$ cat config.mk
export PLATFORM = sky130hd
export DESIGN_NAME = spi_hold_gate
export DESIGN_NICKNAME = d
export VERILOG_FILES = /design/src/rtl/spi_hold_gate.sv
export SDC_FILE = /design/constraint.sdc
export NUM_CORES = 1
export LEC_CHECK = 0
export ABC_AREA = 0
export ABC_CLOCK_PERIOD_IN_PS = 950
export BUFFER_PORTS_ARGS = -buffer_cell sky130_fd_sc_hd__buf_2
export CAP_MARGIN = 20
export CORE_AREA = 2 2 39 41
export CTS_CLUSTER_DIAMETER = 200
export DETAILED_ROUTE_END_ITERATION = 6
export DIE_AREA = 0 0 41 43
export GPL_ROUTABILITY_DRIVEN = 0
export PLACE_DENSITY = 0.49
export SYNTH_ARGS = -nofsm -noshare
export SYNTH_HDL_FRONTEND = slang
export SYNTH_SLANG_ARGS = --single-unit
$ cat constraint.sdc
create_clock -name clk -period 0.95 [get_ports clk]
set_clock_uncertainty 0.1 [all_clocks]
set_input_delay 0.19 -clock clk [delete_from_list [all_inputs] [get_ports clk]]
set_output_delay 0.19 -clock clk [all_outputs]
set_load 0.1 [all_outputs]
$ cat src/rtl/spi_hold_gate.sv
module spi_hold_gate (
  input  logic clk,
  input  logic rst_n,
  input  logic cs_n,
  input  logic sck,
  input  logic mosi,
  input  logic hold_n,
  input  logic out_req,
  output logic sck_rise_en,
  output logic sck_fall_en,
  output logic mosi_gated,
  output logic miso_oe,
  output logic proto_rst
);

  logic sck_prev, hold_prev, cs_prev;
  logic paused, pend, lost;

  logic sel, active, hold_edge, sck_fall, apply;

  assign sel       = !cs_n;
  assign active    = sel && !paused;
  assign hold_edge = hold_n ^ hold_prev;
  assign sck_fall  = sck_prev && !sck;
  assign apply     = sel && ((hold_edge && !sck) || (pend && sck_fall));

  assign sck_rise_en = active && sck && !sck_prev;
  assign sck_fall_en = active && sck_fall;
  assign mosi_gated  = active && mosi;
  assign miso_oe     = active && out_req;

  always_ff @(posedge clk or negedge rst_n) begin
    if (!rst_n) begin
      sck_prev  <= 1'b0;
      hold_prev <= 1'b1;
      cs_prev   <= 1'b1;
    end else begin
      sck_prev  <= sck;
      hold_prev <= hold_n;
      cs_prev   <= cs_n;
    end
  end

  always_ff @(posedge clk or negedge rst_n) begin
    if (!rst_n) begin
      paused <= 1'b0;
    end else if (apply) begin
      paused <= !hold_n;
    end
  end

  always_ff @(posedge clk or negedge rst_n) begin
    if (!rst_n) begin
      pend <= 1'b0;
    end else if (!sel || sck_fall) begin
      pend <= 1'b0;
    end else if (hold_edge && sck) begin
      pend <= 1'b1;
    end
  end

  always_ff @(posedge clk or negedge rst_n) begin
    if (!rst_n) begin
      lost      <= 1'b0;
      proto_rst <= 1'b0;
    end else begin
      proto_rst <= lost && cs_prev && !cs_n;
      if (paused && cs_n) lost <= 1'b1;
      else if (lost && cs_prev && !cs_n) lost <= 1'b0;
    end
  end

  AST_ENTER_LOW_CLK: assert property (@(posedge clk) disable iff (!rst_n)
    (sel && hold_prev && !hold_n && !sck) |=> paused);
  AST_EXIT_LOW_CLK: assert property (@(posedge clk) disable iff (!rst_n)
    (sel && !hold_prev && hold_n && !sck) |=> !paused);
  AST_DESELECT_FREEZE: assert property (@(posedge clk) disable iff (!rst_n)
    cs_n |=> $stable(paused));
  AST_DEFER_APPLY: assert property (@(posedge clk) disable iff (!rst_n)
    (sel && pend && sck_prev && !sck) |=> (paused == $past(!hold_n)));
  AST_QUIET_IN_PAUSE: assert property (@(posedge clk) disable iff (!rst_n)
    paused |-> !(sck_rise_en || sck_fall_en || miso_oe || mosi_gated));
  AST_RST_ONE_CYCLE: assert property (@(posedge clk) disable iff (!rst_n)
    proto_rst |=> !proto_rst);

endmodule

# ---- Word level (Yosys, flattened, before mapping)
# Index checks and enable logic that the tools add are counted.
dict set report totals {
  register_bits 7
  wordCells 35
  output_inout_bits 5
}
dict set report classes {
  n_reduce_logical 23
  bitwise 1
  mux 4
}
# op count
set ops {}
lappend ops {{$logic_and 1x1->1} 14}
lappend ops {{$logic_not 1->1} 5}
lappend ops {{$mux 1} 4}
lappend ops {{$reduce_bool 2->1} 2}
lappend ops {{$logic_or 1x1->1} 2}
lappend ops {{$xor 1x1->1} 1}

# ---- Depth between registers and ports, before layout
dict set report depth {
  depth_word 5
  ltp_mapped 3
  ltp_nobuf 3
}

# ---- Worst setup path before layout
# OpenSTA, ideal clock, no wires.
dict set report synth_path {
  path_kind {flip-flop to output port}
  start {reg sck_prev}
  end {out sck_rise_en}
  path_stages_with_launch 2
  path_slack_ns -2.907
  arrival_time_ns 3.567
  path_cell_list {dfrtp_1 > nor4b_1}
}
dict set report synth_via {
  elab_chain_len 2
}
# item line_no
set synth_lines {}
lappend synth_lines {{from (decl)} 16} ;# logic sck_prev, hold_prev, cs_prev;
lappend synth_lines {{from (signal assigned)} 38} ;# sck_prev <= sck;
lappend synth_lines {{$logic_not 1->1} 27} ;# assign sck_rise_en = active && sck && !sck_prev;
lappend synth_lines {{$logic_and 1x1->1} 27}
lappend synth_lines {{to (decl)} 9} ;# output logic sck_rise_en,
# No other way between the ends.

# ---- Worst setup path after layout
dict set report layout_path {
  start {reg paused}
  end {out sck_fall_en}
}
dict set report layout_via {
  elab_chain_len 3
}
# item line_no
set layout_lines {}
lappend layout_lines {{from (decl)} 17} ;# logic paused, pend, lost;
lappend layout_lines {{from (signal assigned)} 48} ;# paused <= !hold_n;
lappend layout_lines {{$logic_not 1->1} 22} ;# assign active = sel && !paused;
lappend layout_lines {{$logic_and 1x1->1} 22}
lappend layout_lines {{$logic_and 1x1->1} 28} ;# assign sck_fall_en = active && sck_fall;
lappend layout_lines {{to (decl)} 10} ;# output logic sck_fall_en,
# No other way between the ends.

==> flow_summary_export.csv <==
group,metric,value,unit
status,status,"complete, but fails checks",
status,violations,"negative setup slack",
critical_path,cp_data_required_time,0.66,ns
synth,synth_most_common_cell,"dfrtp_1",
timing,layout_setup_ws,-0.5795,ns
clocking,cts_tree,"done",
synth,synth_common_cells,"dfrtp_1 (5), a21oi_1 (4), dfstp_2 (2), nor3b_1 (2), nor4b_1 (2)",
clocking,root_buffer,"clkbuf_4",
critical_path,startpoint_type,"flop",
power,ir_worst_vdd,897.7,µV
synth,ys_warn_count,0,
routing,first_pass_iters,1,
floorplanning,coreArea,0.001384,mm²
finish,area_delta_synth_final,100.0,%
routing,wl_per_cell,12.64,µm
global_route,grt_max_degree,8,
worst_hold_path,hp-class,"in -> reg",
clocking,cts_buffer_depth,2,
timing,period_minus_slack,1.530,ns
finish,drive_above_1_share,0.7708,
timing,max_slew.worst_pin.slew,0.2662,ns
finish,layout.nets,56,
timing,hold_viol,0,
critical_path,cp-end-kind,"output pin",
synth,ys.flop_type,"dfrtp_1",
timing,relSlewSlack,0.8218,
global_route,grt_pass1_wl,1317,µm
synth,seq_area_frac_synth,0.5547,
synth,syn_area,320.3,µm²
synth,synth_nets,32,
routing,drt-initial-drc-count,0,
place,dp_cells,56,
floorplanning,dieArea,0.001763,mm²
routing,drc_errors,0,
timing,slew_violations,0,
finish,diodes,0,
timing,fmax,653.8,MHz
floorplanning,start_util,0.2315,
power,total_leakage_power,0.2707,nW
synth,async_flop_share,1.000,
timing,rsz0062_at_grt,"yes",
routing,vias,290,
power,p_per_area,1411,mW/mm²
synth,synthDominantCellAreaShare,0.3906,
clocking,clk_pin_slew,0.05,ns
finish,final_cells,64,
routing,vias_per_cell,4.531,
run,drv_cap,0,
synth,synth_area_leaders,"dfrtp_1 (39%), dfstp_2 (16%), a21oi_1 (6.3%)",
clocking,cts_buffers,3,
timing,finalCritPeriodShare,1.610,
synth,synth.avg_cell_area,12.81,µm²
synth,synth_cells,25,
floorplanning,die_w,41,µm
floorplanning,io_pins,12,
routing,ant_nets,0,
global_route,gr-usage-all-layers,0.1145,
worst_hold_path,whs_path_depth,2,
critical_path,worst_r2r_path_depth,5,
global_route,grt_pass1_vias,324,
floorplanning,die_y,43,µm
global_route,grt_overflow,0,
critical_path,cp.arrival,1.24,ns
synth,yosysTopAreaCell,"dfrtp_1",
finish,post-route-util,0.4629,
synth,ys_ff_latch,7,
clocking,cts-htree-levels,1,
synth,synth_edf_count,0,
power,finalPower,0.9041,mW
routing,wirelength,809,µm
clocking,clock_latency,0.24,ns
timing,finalSetupViolations,8,
global_route,grt_antenna_before_repair,0,
critical_path,worstSetupPathType,"reg -> out",
floorplanning,num_rows,14,
critical_path,worstPathMaxFanout,5,
place,numPortBuffers,11,
clocking,clock-sinks,7,
synth,ys_types,15,
[placed cells by master (no fill, tap or decap), drive strengths merged, types with 2 or more instances in the layout]
cell type	count
a21oi	4
buf	18
clkbuf	4
dfrtp	5
dfstp	2
dlygate4sd3	2
nor3b	2
nor4b	2
[state kept, by name, indices dropped and copies added (netlist names)]
name and count:
pend 1, proto_rst 1, paused 1, cs_prev 1
sck_prev 1, lost 1, hold_prev 1
[path summary, 6_finish.rpt]
kind	slack, ns	to	startpoint
worst min-delay path	0.05	paused	hold_n
max in group asynchronous	0.31	hold_prev	rst_n
worst max register to register	-0.24	paused	sck_prev
worst max-delay path	-0.58	sck_fall_en	paused
min in group asynchronous	0.21	proto_rst	rst_n
worst min register to register	0.41	lost	cs_prev
[repair_timing]
action | CTS | global route
hold buffers | 2 | 0
gates resized for setup | 1 | 7
pin swaps | 0 | 2
setup endpoints to repair | 8 | 8
endpoints found under the hold margin | 8 | 0
buffers inserted | 1 | 2
[report_power, final]
part | switching (mW) | internal, mW
registers | 0.0314 | 0.325
logic | 0.151 | 0.129
clock network | 0.107 | 0.160
[stage by stage]
step	setup TNS, ns	cell area [µm²]	setup WS [ns]	hold slack (ns)
2_1_floorplan	-3.240	375.4	-0.8884	-0.2056
3_3_place_gp	-1.436	551.8	-0.3017	-0.07136
3_5_place_dp	-1.586	551.8	-0.3209	-0.06613
4_1_cts	-2.899	609.3	-0.5982	0.04179
5_1_grt	-3.271	640.6	-0.6355	0.05475
6_report	-2.896	640.6	-0.5795	0.05223
[metal layers]
layer / share of wire / global-route usage
met1: 0.36 / 0.1291
met2: 0.59 / 0.1844
met3: 0.042 / 0.01571
met4: 0 / 0.08000
met5: 0 / 0
[cell families (layout without fill, tap and decap cells)]
family                 after synthesis  after routing  synth area share
AO/OA/AOI/OAI                        8              8            0.1992
XOR/XNOR                             1              1           0.02735
buffers and inverters                2             25           0.04686
flip-flops                           7              7            0.5547
AND/OR/NAND/NOR                      7              7            0.1719
[cell type report]
class,count,area (µm²)
inverters,1,3.754
repair buffers,20,214.0
clock buffers,4,26.28
well taps,16,20.02
multi-input cells,16,195.2
flip-flops and latches,7,181.4
fillers,137,743.2
[critical path, cell delays in order (launching register included)]
cell and delay, ns:
dfrtp_2 0.48, nor4b_4 0.29, buf_12 0.21
Power figures use the tool's default switching activity.
